File: src/rtl/param_dist_pkg.sv
package param_dist_pkg;
  localparam int ID_W    = 8;
  localparam int IDX_W   = 8;
  localparam int LEN_W   = 16;
  localparam int ID_LSB  = 24;
  localparam int IDX_LSB = 16;
  localparam logic [ID_W-1:0] END_ID = 8'hFF;

  typedef enum logic [1:0] {
    BK_HDR = 2'd0,
    BK_VAL = 2'd1,
    BK_END = 2'd2
  } beat_kind_e;
endpackage

File: src/rtl/param_ctrl.sv
module param_ctrl
  import param_dist_pkg::*;
#(
  parameter int WORD_W = 32
) (
  input  logic              clk_i,
  input  logic              rst_ni,
  input  logic              in_valid_i,
  input  logic [WORD_W-1:0] in_data_i,
  output logic              in_ready_o,
  output logic              out_valid_o,
  output beat_kind_e        out_kind_o,
  output logic [WORD_W-1:0] out_data_o,
  input  logic              out_ready_i
);
  logic              valid_q;
  beat_kind_e        kind_q;
  logic [WORD_W-1:0] data_q;
  logic [LEN_W-1:0]  remain_q;
  logic              accept;

  assign in_ready_o  = !valid_q || out_ready_i;
  assign accept      = in_valid_i && in_ready_o;
  assign out_valid_o = valid_q;
  assign out_kind_o  = kind_q;
  assign out_data_o  = data_q;

  always_ff @(posedge clk_i or negedge rst_ni) begin
    if (!rst_ni) begin
      valid_q  <= 1'b0;
      kind_q   <= BK_HDR;
      data_q   <= '0;
      remain_q <= '0;
    end else if (accept) begin
      valid_q <= 1'b1;
      data_q  <= in_data_i;
      if (remain_q == '0) begin
        if (in_data_i[ID_LSB +: ID_W] == END_ID) begin
          kind_q <= BK_END;
        end else begin
          kind_q   <= BK_HDR;
          remain_q <= in_data_i[LEN_W-1:0];
        end
      end else begin
        kind_q   <= BK_VAL;
        remain_q <= remain_q - 1'b1;
      end
    end else if (out_ready_i) begin
      valid_q <= 1'b0;
    end
  end
endmodule

File: src/rtl/param_node.sv
module param_node
  import param_dist_pkg::*;
#(
  parameter int              WORD_W   = 32,
  parameter int              NUM_REGS = 4,
  parameter logic [ID_W-1:0] NODE_ID  = 8'h01,
  parameter logic [WORD_W-1:0] PARAM_DEFAULT = '0
) (
  input  logic                       clk_i,
  input  logic                       rst_ni,
  input  logic                       up_valid_i,
  input  beat_kind_e                 up_kind_i,
  input  logic [WORD_W-1:0]          up_data_i,
  output logic                       up_ready_o,
  output logic                       dn_valid_o,
  output beat_kind_e                 dn_kind_o,
  output logic [WORD_W-1:0]          dn_data_o,
  input  logic                       dn_ready_i,
  output logic [NUM_REGS*WORD_W-1:0] regs_o,
  output logic                       params_valid_o,
  output logic                       err_o
);
  localparam int PTR_W = IDX_W + 1;
  localparam logic [PTR_W-1:0] REG_LIMIT = PTR_W'(NUM_REGS);

  logic              valid_q;
  beat_kind_e        kind_q;
  logic [WORD_W-1:0] data_q;
  logic              match_q;
  logic [PTR_W-1:0]  ptr_q;
  logic              loaded_q;
  logic              err_q;
  logic              accept;
  logic              val_hit;
  logic              wr_en;

  assign up_ready_o     = !valid_q || dn_ready_i;
  assign accept         = up_valid_i && up_ready_o;
  assign dn_valid_o     = valid_q;
  assign dn_kind_o      = kind_q;
  assign dn_data_o      = data_q;
  assign params_valid_o = loaded_q;
  assign err_o          = err_q;

  assign val_hit = accept && (up_kind_i == BK_VAL) && match_q;
  assign wr_en   = val_hit && (ptr_q < REG_LIMIT);

  // forwarding stage
  always_ff @(posedge clk_i or negedge rst_ni) begin
    if (!rst_ni) begin
      valid_q <= 1'b0;
      kind_q  <= BK_HDR;
      data_q  <= '0;
    end else if (accept) begin
      valid_q <= 1'b1;
      kind_q  <= up_kind_i;
      data_q  <= up_data_i;
    end else if (dn_ready_i) begin
      valid_q <= 1'b0;
    end
  end

  // framing state of this node
  always_ff @(posedge clk_i or negedge rst_ni) begin
    if (!rst_ni) begin
      match_q  <= 1'b0;
      ptr_q    <= '0;
      loaded_q <= 1'b0;
      err_q    <= 1'b0;
    end else if (accept) begin
      unique case (up_kind_i)
        BK_HDR: begin
          match_q <= (up_data_i[ID_LSB +: ID_W] == NODE_ID);
          ptr_q   <= {1'b0, up_data_i[IDX_LSB +: IDX_W]};
        end
        BK_VAL: begin
          if (ptr_q != '1) ptr_q <= ptr_q + 1'b1;
          if (val_hit && !wr_en) err_q <= 1'b1;
        end
        BK_END: begin
          loaded_q <= 1'b1;
          match_q  <= 1'b0;
        end
        default: ;
      endcase
    end
  end

  for (genvar r = 0; r < NUM_REGS; r++) begin : g_reg
    logic [WORD_W-1:0] reg_q;
    always_ff @(posedge clk_i or negedge rst_ni) begin
      if (!rst_ni)
        reg_q <= PARAM_DEFAULT;
      else if (wr_en && (ptr_q == PTR_W'(r)))
        reg_q <= up_data_i;
    end
    assign regs_o[r*WORD_W +: WORD_W] = reg_q;
  end
endmodule

File: src/rtl/param_dist.sv
module param_dist
  import param_dist_pkg::*;
#(
  parameter int NUM_NODES = 3,
  parameter int NUM_REGS  = 4,
  parameter int WORD_W    = 32,
  parameter int BASE_ID   = 1,
  parameter logic [WORD_W-1:0] PARAM_DEFAULT = WORD_W'(32'h5A5A_5A5A)
) (
  input  logic                                  clk_i,
  input  logic                                  rst_ni,
  input  logic                                  in_valid_i,
  input  logic [WORD_W-1:0]                     in_data_i,
  output logic                                  in_ready_o,
  output logic                                  tail_valid_o,
  output logic [WORD_W-1:0]                     tail_data_o,
  input  logic                                  tail_ready_i,
  output logic [NUM_NODES-1:0]                  params_valid_o,
  output logic [NUM_NODES-1:0]                  param_err_o,
  output logic [NUM_NODES*NUM_REGS*WORD_W-1:0]  param_vals_o
);
  localparam int BANK_W = NUM_REGS * WORD_W;

  logic              ch_valid [NUM_NODES+1];
  beat_kind_e        ch_kind  [NUM_NODES+1];
  logic [WORD_W-1:0] ch_data  [NUM_NODES+1];
  logic              ch_ready [NUM_NODES+1];

  param_ctrl #(.WORD_W(WORD_W)) u_ctrl (
    .clk_i       (clk_i),
    .rst_ni      (rst_ni),
    .in_valid_i  (in_valid_i),
    .in_data_i   (in_data_i),
    .in_ready_o  (in_ready_o),
    .out_valid_o (ch_valid[0]),
    .out_kind_o  (ch_kind[0]),
    .out_data_o  (ch_data[0]),
    .out_ready_i (ch_ready[0])
  );

  for (genvar n = 0; n < NUM_NODES; n++) begin : g_node
    param_node #(
      .WORD_W        (WORD_W),
      .NUM_REGS      (NUM_REGS),
      .NODE_ID       (ID_W'(BASE_ID + n)),
      .PARAM_DEFAULT (PARAM_DEFAULT)
    ) u_node (
      .clk_i          (clk_i),
      .rst_ni         (rst_ni),
      .up_valid_i     (ch_valid[n]),
      .up_kind_i      (ch_kind[n]),
      .up_data_i      (ch_data[n]),
      .up_ready_o     (ch_ready[n]),
      .dn_valid_o     (ch_valid[n+1]),
      .dn_kind_o      (ch_kind[n+1]),
      .dn_data_o      (ch_data[n+1]),
      .dn_ready_i     (ch_ready[n+1]),
      .regs_o         (param_vals_o[n*BANK_W +: BANK_W]),
      .params_valid_o (params_valid_o[n]),
      .err_o          (param_err_o[n])
    );
  end

  assign ch_ready[NUM_NODES] = tail_ready_i;
  assign tail_valid_o        = ch_valid[NUM_NODES];
  assign tail_data_o         = ch_data[NUM_NODES];
endmodule

File: config.mk
export PLATFORM = sky130hd
export DESIGN_NAME = param_dist
export DESIGN_NICKNAME = d
export VERILOG_FILES = /design/src/rtl/param_dist_pkg.sv /design/src/rtl/param_ctrl.sv /design/src/rtl/param_node.sv /design/src/rtl/param_dist.sv
export SDC_FILE = /design/constraint.sdc
export NUM_CORES = 1
export LEC_CHECK = 0
export ABC_CLOCK_PERIOD_IN_PS = 2500
export CORE_UTILIZATION = 48
export CTS_CLUSTER_DIAMETER = 100
export CTS_CLUSTER_SIZE = 8
export DETAILED_ROUTE_END_ITERATION = 8
export GPL_TIMING_DRIVEN = 0
export PLACE_DENSITY_LB_ADDON = 0.15
export SYNTH_ARGS = -nofsm -noshare
export SYNTH_HDL_FRONTEND = slang
export SYNTH_SLANG_ARGS = --single-unit
export TNS_END_PERCENT = 5
File: constraint.sdc
create_clock -name clk_i -period 2.5 [get_ports clk_i]
set_input_delay 0.375 -clock clk_i [delete_from_list [all_inputs] [get_ports clk_i]]
set_output_delay 0.375 -clock clk_i [all_outputs]
set_load 0.05 [all_outputs]
==> impl_metrics.csv, run 1 <==
group,metric,value,unit
logic_synthesis,ys_top_cells_by_area,"dfrtp_1 (41%), mux2_2 (24%), dfstp_2 (22%)",
sta,finalSetupViolCount,0,
logic_synthesis,yosysWarnings,0,
power,cellPowerDensity,860,nW/um^2
placed_design,placed_area,28600,sq um
logic_synthesis,synth-compound-area-share,3.48,%
clocking,clock_path_buffers,3,
logic_synthesis,synth_xor_area_share,0,%
setup_path,required,3020,ps
global_route,track_usage,25.7,%
clocking,cts_inserted_buffers,81,
logic_synthesis,synth_edf_count,0,
placed_design,dp_hpwl,45.1,mm
setup_path,critPathLaunchType,"register",
sta,max_slew_margin,41.3,%
route,drcViolationCount,0,
setup_path,crit_fanout,10,
global_route,grt_pass1_vias,15800,
logic_synthesis,netlist.area_leader.share,41.4,%
power,p_leak,14.0,nW
logic_synthesis,synth_top_family_by_area,"multiplexers",
logic_synthesis,synth_fa_ha_area_share,0.922,%
logic_synthesis,seq_area_frac_synth,63.3,%
sta,grt_setup_unrepaired,"true",
route,vias,15300,
clocking,cts-root-buf,"clkbuf_16",
route,dr.pass1.iters,5,
clocking,insertion_delay,610,ps
layout,drive_gt1_share,38.9,%
route,postRouteAntennaNets,0,
logic_synthesis,ys_ff_latch,574,
route,vias_per_cell,5.41,
sta,max_freq,404,MHz
placed_design,place_congestion,0.858,
route,drt_iter0_markers,858,
setup_path,critPathCaptureType,"register",
floorplan,core_area,47000,sq um
outcome,status,"complete, no violations",
floorplan,start_util,49.1,%
global_route,overflow,0,
logic_synthesis,synth_cell_types,49,
route,avgRoutedWirePerCell,22.0,um
route,wirelength,62.1,mm
sta,clock_skew,17.7,ps
sta,slew_viol_final,0,
clocking,cts.clk_slew.worst_paths,50,ps
worst_hold_path,min_path_type,"input port to register",
logic_synthesis,synth_top_flop_cell,"dfrtp_1",
floorplan,die_h,221,um
sta,setup_slack,23.4,ps
sta,setup_tns,0,ps
clocking,tritoncts,"built",
clocking,htree_levels,3,
logic_synthesis,yosys.area_share.simple,5.44,%
global_route,grt_start_max_net_pins,122,
layout,area_growth,34.3,%
floorplan,ios,460,
logic_synthesis,yosys.area.top_type,"dfrtp_1",
sta,fin_crit,2480,ps
layout,fillers,3545,
setup_path,critPathKind,"register to register",
power,ir_drop,0.547,mV
global_route,antenna_found_initial,1,
clocking,numClockSinks,574,
sta,hold_viol,0,
sta,finalCritPeriodShare,99.1,%
logic_synthesis,async_flop_share,100,%
placed_design,preCtsSetupSlack,-441,ps
logic_synthesis,synthMuxAreaShare,23.6,%
layout,final_util,66.0,%
setup_path,cp_data_arrival_time,3000,ps
layout,layout.nets,2208,
logic_synthesis,synth_fp_nets,1660,
logic_synthesis,synth_cells,1607,
logic_synthesis,syn_area_per_cell,14.4,sq um
floorplan,die_area,48900,sq um
global_route,grt_pass1_wl,96.6,mm
placed_design,io_buffers,459,
flow_run,maxCapViolations,0,
floorplan,fp.dieW,221,um
logic_synthesis,syn_area,23100,sq um
floorplan,num_rows,79,
sta,tightest_slew,880,ps
layout,stdcell_area,31000,sq um
clocking,post-cts-setup-buffers,0,
## cell type report
cell class,instances,area (sq um),area share (%)
clock buffer,144,2320,7.47
buffer,104,668,2.16
clock inverter,3,26.3,0.0848
antenna,1,2.50,0.00808
sequential,574,14600,47.1
tap,607,759,2.45
timing repair buffer,465,4750,15.3
inverter,22,82.6,0.267
multi-input combinational,907,7780,25.1
## through the flow
stage | total power [mW] | instances | hold slack, ps
after detailed placement | 16.6 | 2678 | 452
after global routing | 27.8 | 2827 | 291
after global placement | 16.4 | 2673 | 442
after floorplan | 14.7 | 1607 | 79.4
final | 26.7 | 2827 | 302
after CTS | 26.8 | 2826 | 277
## what timing repair did
item                       CTS  global route
hold buffers                 1             0
gates resized for setup      5            11
hold endpoints to repair    58             0
setup endpoints to repair   22           270
## kinds of logic after synthesis
| family | Yosys count |
|---|---|
| buf+inv | 126 |
| fa+ha+maj | 17 |
| compound gates | 135 |
| flops | 574 |
| simple gates | 271 |
| mux | 484 |
## layer usage
layer	vias up	part of all wire (%)	GRT usage (%)
li1	6782	-	-
met1	7881	42	33.0
met2	496	48	41.6
met3	130	6.3	7.05
met4	0	3.4	9.75
met5	-	0	0
## where the power goes
part,internal (mW),total [mW],switching [mW]
registers,10.4,12.0,1.59
logic,1.99,4.60,2.61
clock network,6.20,10.1,3.89
total,18.6,26.7,8.09
## registers in the layout, summed over array words and instances (netlist names)
name                          count
u_ctrl.out_data_o                32
g_node.u_node.g.reg_q           384
g_node.u_node.dn_kind_o           4
g_node.u_node.params_valid_o      3
u_ctrl.out_kind_o                 2
g_node.u_node.match_q             3
u_ctrl.out_valid_o                1
g_node.u_node.err_o               3
g_node.u_node.dn_data_o          96
g_node.u_node.dn_valid_o          3
u_ctrl.remain_q                  16
g_node.u_node.ptr_q              27
## Yosys cell counts (7+ instances only)
cell type	n
nand2b_1	11
dfstp_2	192
ha_1	17
buf_6	13
buf_2	28
o31ai_1	7
o21ai_0	37
o22ai_1	11
clkbuf_1	25
nand4_1	10
inv_1	22
nand3_1	27
dfrtp_1	382
nand2_1	155
mux2_2	482
nor2_1	21
nor3_1	12
a21oi_1	49
buf_4	38
nor4_1	10
## critical path, cell delays in order, from the launching register on
cell and delay (ps):
dfrtp_1 430, ha_1 270, and3_1 190, and3_1 190, ha_1 210, a211oi_4 450
clkbuf_1 420, nor2_1 80, a31oi_1 150
## path summary, 6_finish.rpt
path / start / to / slack, ps / depth (start not counted)
max: g_node[2].u_node.ptr_q[1]$_DFFE_PN0P_ / g_node[2].u_node.ptr_q[1]$_DFFE_PN0P_ / 20 / 8
min: in_data_i[21] / u_ctrl.out_data_o[21]$_DFFE_PN0P_ / 300 / 3
max reg2reg: g_node[2].u_node.ptr_q[1]$_DFFE_PN0P_ / g_node[2].u_node.ptr_q[1]$_DFFE_PN0P_ / 20 / 8
min reg2reg: g_node[1].u_node.params_valid_o$_DFFE_PN0P_ / g_node[1].u_node.params_valid_o$_DFFE_PN0P_ / 460 / 1
max in group asynchronous: rst_ni / g_node[0].u_node.g_reg[3].reg_q[17]$_DFFE_PN1P_ / 340 / 5
min in group asynchronous: rst_ni / g_node[2].u_node.g_reg[0].reg_q[10]$_DFFE_PN0P_ / 410 / 2
## cells in the final DEF (no fill, tap or decap), types with 9 or more instances in the layout
cell,n
clkbuf_16,83
dfrtp_1,382
ha_1,17
nor4_1,9
mux2_2,482
nor2_1,21
nand2b_1,11
nand2_1,154
buf_6,13
clkbuf_1,83
nor3_1,11
clkdlybuf4s50_1,457
buf_4,38
nand4_1,10
buf_2,28
o22ai_1,11
inv_1,22
a21oi_1,49
dfstp_2,192
o21ai_0,37
nand3_1,27
(Power assumes the default switching activity.)
==> run 2, diff against run 1 <==
- SLEW_MARGIN: default -> 20
==> impl_metrics.csv, run 2 (synthesis results as in run 1) <==
group,metric,value,unit
placed_design,io_buffers,459,
clocking,numClockSinks,574,
global_route,grt_start_max_net_pins,104,
setup_path,critPathKind,"register to register",
sta,tightest_slew,871,ps
global_route,antenna_found_initial,1,
route,postRouteAntennaNets,0,
power,ir_drop,0.482,mV
route,wirelength,62.3,mm
power,p_total,26.7,mW
sta,grt_setup_unrepaired,"true",
global_route,track_usage,25.8,%
floorplan,die_h,221,um
sta,finalCritPeriodShare,99.6,%
clocking,insertion_delay,600,ps
layout,layout.nets,2211,
sta,max_slew_margin,41.9,%
global_route,grt_util_met1,33.4,%
route,vias,15200,
power,p_leak,14.0,nW
flow_run,maxCapViolations,0,
route,drcViolationCount,0,
global_route,grt-busiest-layer,"met2",
floorplan,ios,460,
route,vias_per_cell,5.37,
global_route,gr-usage-met2,42.3,%
setup_path,critPathCaptureType,"register",
layout,final_common_cell,"mux2_2",
sta,whs,286,ps
floorplan,start_util,49.1,%
power,cellPowerDensity,861,nW/um^2
placed_design,place_congestion,0.858,
setup_path,required,3010,ps
outcome,status,"complete, no violations",
layout,largest_reg_flops,384,
sta,clock_skew,19.1,ps
setup_path,slowest_delay,430,ps
layout,drive_gt1_share,38.8,%
setup_path,path_cells,"ha_1 > and3_1 > and3_1 > ha_1 > a211oi_4 > clkbuf_1 > nor2_1 > a31oi_1",
sta,fin_crit,2490,ps
clocking,cts.clk_slew.worst_paths,50,ps
setup_path,crit_fanout,10,
clocking,clock_path_buffers,3,
layout,layout_common_cells,"mux2_2 (482), clkdlybuf4s50_1 (457), dfrtp_1 (382), dfstp_2 (192), nand2_1 (154)",
global_route,grt_pass1_vias,15800,
route,avgRoutedWirePerCell,22.0,um
clocking,cts-root-buf,"clkbuf_16",
placed_design,dp_hpwl,45.0,mm
sta,finalSetupViolCount,0,
clocking,cts_inserted_buffers,81,
sta,max_freq,402,MHz
floorplan,num_rows,79,
sta,slew_viol_final,0,
floorplan,core_area,47000,sq um
layout,largest-register,"g_node.u_node.g.reg_q",
sta,setup_slack,10.5,ps
global_route,grt_pass1_wl,97.1,mm
clocking,tritoncts,"built",
worst_hold_path,min_path_type,"input port to asynchronous set/reset pin",
clocking,htree_levels,3,
route,dr.pass1.iters,7,
setup_path,critPathLaunchType,"register",
layout,area_growth,34.5,%
floorplan,fp.dieW,221,um
global_route,overflow,0,
route,drt_iter0_markers,893,
global_route,grt_use_met3,6.04,%
floorplan,die_area,48900,sq um
setup_path,cp_data_arrival_time,3000,ps
sta,hold_viol,0,
placed_design,preCtsSetupSlack,-444,ps
setup_path,crit_slowest_cell,"a211oi_4",
-- run 2: cell type report --
| class | count | area (sq um) |
|---|---|---|
| Sequential cell | 574 | 14600 |
| Clock inverter | 2 | 25.0 |
| Fill cell | 3472 | 15900 |
| Clock buffer | 147 | 2350 |
| Tap cell | 607 | 759 |
| Buffer | 104 | 667 |
| Inverter | 22 | 82.6 |
| Antenna cell | 1 | 2.50 |
| Multi-Input combinational cell | 907 | 7770 |
| Timing Repair Buffer | 468 | 4790 |
-- run 2: final timing paths --
check,from,endpoint,slack (ps),cells past startpoint
min in group clk_i,in_data_i[20],u_ctrl.out_data_o[20]$_DFFE_PN0P_,310,3
worst min-delay path,rst_ni,g_node[2].u_node.g_reg[1].reg_q[10]$_DFFE_PN0P_,290,2
max in group asynchronous,rst_ni,g_node[0].u_node.g_reg[1].reg_q[19]$_DFFE_PN1P_,610,5
worst max-delay path,g_node[2].u_node.ptr_q[0]$_DFFE_PN0P_,g_node[2].u_node.ptr_q[1]$_DFFE_PN0P_,10,8
worst min register to register,g_node[1].u_node.params_valid_o$_DFFE_PN0P_,g_node[1].u_node.params_valid_o$_DFFE_PN0P_,470,1
worst max register to register,g_node[2].u_node.ptr_q[0]$_DFFE_PN0P_,g_node[2].u_node.ptr_q[1]$_DFFE_PN0P_,10,8
-- run 2: metrics by stage --
stage / util, % / setup TNS [ps] / std cells / area [sq um]
2_1_floorplan: - / 0 / 1607 / 23100
3_3_place_gp: 60.5 / - / 2673 / 28400
3_5_place_dp: 60.9 / -117360 / 2679 / 28600
4_1_cts: 66.0 / 0 / 2829 / 31000
5_1_grt: 66.1 / -1300 / 2832 / 31000
6_report: 66.1 / 0 / 2832 / 31000
-- run 2: where the power goes --
group | switching, mW | internal (mW) | total [mW] | leakage [nW]
logic | 2.62 | 2.00 | 4.62 | 5.91
clock network | 3.90 | 6.28 | 10.2 | 1.13
registers | 1.56 | 10.4 | 11.9 | 6.98
-- run 2: metal layers --
| layer | vias up | wire length [um] |
|---|---|---|
| met2 | 481 | 30600 |
| li1 | 6778 | - |
| met1 | 7869 | 26400 |
| met4 | 0 | 1620 |
| met3 | 91 | 3670 |
| met5 | - | 0 |
-- run 2: what timing repair did --
item	4_1_cts	5_1_grt
hold buffers	1	0
gates resized for setup	5	6
pin swaps	0	1
endpoints found under the hold margin	49	0
setup buffers	0	2
setup endpoints to repair	77	214
-- run 2: worst max-delay path, delay by kind of cell (launching register included) --
family,cells,cell delay (ps)
buffers and inverters,1,430
AO/OA/AOI/OAI,2,590
flip-flops,1,420
AND/OR/NAND/NOR,3,470
adder cells (fa/ha/maj),2,490
==> run 3, diff against run 2 <==
--- a/config.mk
+++ b/config.mk
@@ -11,4 +11,5 @@
 export CTS_CLUSTER_SIZE = 8
 export DETAILED_ROUTE_END_ITERATION = 8
+export DONT_BUFFER_PORTS = 1
 export GPL_TIMING_DRIVEN = 0
 export PLACE_DENSITY_LB_ADDON = 0.15
==> constraint.sdc (replaced) <==
create_clock -name clk_i -period 2.5 [get_ports clk_i]
set_input_delay 0.75 -clock clk_i [delete_from_list [all_inputs] [get_ports clk_i]]
set_output_delay 0.75 -clock clk_i [all_outputs]
set_load 0.05 [all_outputs]
==> impl_metrics.csv, run 3 (synthesis results as in run 1) <==
group,metric,value,unit
placed_design,dp_cells,2214,
global_route,antenna_found_initial,0,
floorplan,fp.dieW,221,um
power,p_sw_share,30.2,%
flow_run,maxCapViolations,0,
layout,layout_common_cells,"mux2_2 (482), dfrtp_1 (381), dfstp_2 (192), nand2_1 (153)",
power,p_total,25.7,mW
clocking,insertion_delay,600,ps
setup_path,rr_startpoint,"g_node[2].u_node.dn_valid_o$_DFFE_PN0P_",
layout,finalNonFillerCells,2360,
setup_path,critPathLaunchType,"register",
layout,multiInputGateArea,7800,sq um
sta,tightest_slew,2330,ps
sta,whs,-142,ps
route,drt_iter0_markers,1006,
setup_path,required,1750,ps
floorplan,die_h,221,um
placed_design,place_congestion,0.883,
setup_path,crit_slowest_cell,"dfrtp_2",
floorplan,core_area,47000,sq um
power,clock_power_share,38.3,%
sta,max_freq,409,MHz
global_route,grt_start_max_net_pins,575,
route,vias,13500,
setup_path,critPathKind,"register to primary output",
layout,layout.nets,1745,
route,drcViolationCount,0,
layout,largest-register,"g_node.u_node.g.reg_q",
power,p_leak,12.3,nW
sta,grt_setup_unrepaired,"true",
outcome,violations,"hold timing, slew limit",
power,intPower,17.9,mW
clocking,numClockSinks,574,
sta,fin_crit,2440,ps
global_route,grt_pass1_wl,90.3,mm
sta,finalSetupViolCount,0,
power,cellPowerDensity,980,nW/um^2
clocking,cts-root-buf,"clkbuf_16",
setup_path,path_cells,"and4b_2 > nand2_4",
layout,fillers,3905,
layout,drive_gt1_share,49.1,%
global_route,grt_pass1_vias,13900,
power,seqPwrFrac,47.0,%
setup_path,critPathCaptureType,"primary output",
layout,final_common_cell,"mux2_2",
clocking,tritoncts,"built",
power,combPwrFrac,14.7,%
sta,max_slew_margin,-55.5,%
power,ir_drop,0.685,mV
setup_path,slowest_delay,570,ps
global_route,track_usage,24.2,%
sta,finalCritPeriodShare,97.8,%
setup_path,crit_fanout,5,
route,postRouteAntennaNets,0,
floorplan,ios,460,
placed_design,dp_hpwl,41.0,mm
route,avgRoutedWirePerCell,24.9,um
floorplan,num_rows,79,
layout,stdcell_area,26200,sq um
layout,area.sequential,14600,sq um
layout,largest_reg_flops,384,
clocking,cts_inserted_buffers,81,
global_route,overflow,0,
layout,final_util,55.8,%
clocking,cts.clk_slew.worst_paths,50,ps
setup_path,ff2ff_path_depth,7,
sta,clock_skew,20.0,ps
layout,area_growth,13.6,%
route,dr.pass1.iters,6,
placed_design,io_buffers,0,
setup_path,r2r-end,"g_node[0].u_node.ptr_q[8]$_DFFE_PN0P_",
route,vias_per_cell,5.72,
setup_path,r2r_setup_slack,90,ps
worst_hold_path,min_path_type,"input port to asynchronous set/reset pin",
outcome,status,"finished, violations left",
layout,antenna_cells,0,
power,power_switching,7.74,mW
clocking,clock_path_buffers,3,
route,wirelength,58.7,mm
setup_path,cp_data_arrival_time,1690,ps
clocking,htree_levels,3,
sta,hold_viol,38,
floorplan,die_area,48900,sq um
sta,slew_viol_final,313,
floorplan,start_util,49.1,%
placed_design,placed_area,23800,sq um
run 3: per-layer routing:
metal  global-route usage (%)  share of wire (%)  vias up  routed length [um]
met5                        0                  0        -                   0
met4                     8.19                2.9        0                1680
met3                     7.56                7.6      111                4430
met2                     39.2                 49      472               28700
met1                     30.7                 41     7072               23900
li1                         -                  -     5851                   -
run 3: power groups by stage:
| stage | clock network, mW | logic (mW) | registers (mW) |
|---|---|---|---|
| 2_1_floorplan | 0 | 3.26 | 11.4 |
| 3_3_place_gp | 0 | 3.64 | 12.1 |
| 3_5_place_dp | 0 | 3.72 | 12.2 |
| 4_1_cts | 10.1 | 3.76 | 12.0 |
| 5_1_grt | 10.5 | 4.09 | 12.3 |
| 6_report | 9.85 | 3.77 | 12.1 |
run 3: through the flow:
stage	TNS, ps	setup WS [ps]
2_1_floorplan	0	278
3_3_place_gp	-55830	-421
3_5_place_dp	-54880	-348
4_1_cts	-4.97	-2.12
5_1_grt	-870	-45.5
6_report	0	55.8
run 3: timing repair:
| item | 4_1_cts | 5_1_grt |
|---|---|---|
| hold endpoints to repair | 386 | 396 |
| pin swaps | 0 | 1 |
| setup endpoints to repair | 371 | 197 |
| gates cloned | 0 | 0 |
| gates resized for setup | 12 | 15 |
| buffers inserted | 0 | 2 |
run 3: worst max-delay path by stage:
stage	slack, ps	endpoint	from
4_1_cts	-2	g_node[2].u_node.g_reg[2].reg_q[26]$_DFFE_PN0P_	g_node[1].u_node.dn_kind_o[1]$_DFFE_PN0N_
3_3_place_gp	-420	g_node[0].u_node.ptr_q[2]$_DFFE_PN0P_	tail_ready_i
5_1_grt	-50	g_node[1].u_node.g_reg[2].reg_q[18]$_DFFE_PN0P_	g_node[2].u_node.dn_valid_o$_DFFE_PN0P_
3_5_place_dp	-350	g_node[0].u_node.ptr_q[2]$_DFFE_PN0P_	tail_ready_i
2_1_floorplan	280	g_node[0].u_node.dn_data_o[23]$_DFFE_PN0P_	tail_ready_i
6_report	60	in_ready_o	g_node[2].u_node.dn_valid_o$_DFFE_PN0P_
run 3: layout make-up:
| class | count | share of cell area (%) |
|---|---|---|
| tap | 607 | 2.90 |
| sequential | 574 | 55.7 |
| buffer | 104 | 2.57 |
| multi-input combinational | 907 | 29.8 |
| clock buffer | 144 | 8.68 |
| inverter | 22 | 0.315 |
| timing repair buffer | 2 | 0.0573 |
run 3: worst max-delay path: cells and delay by family, from the launching register on:
kind             cells  cell delay, ps
DFF                  1             570
and+or+nand+nor      2             540
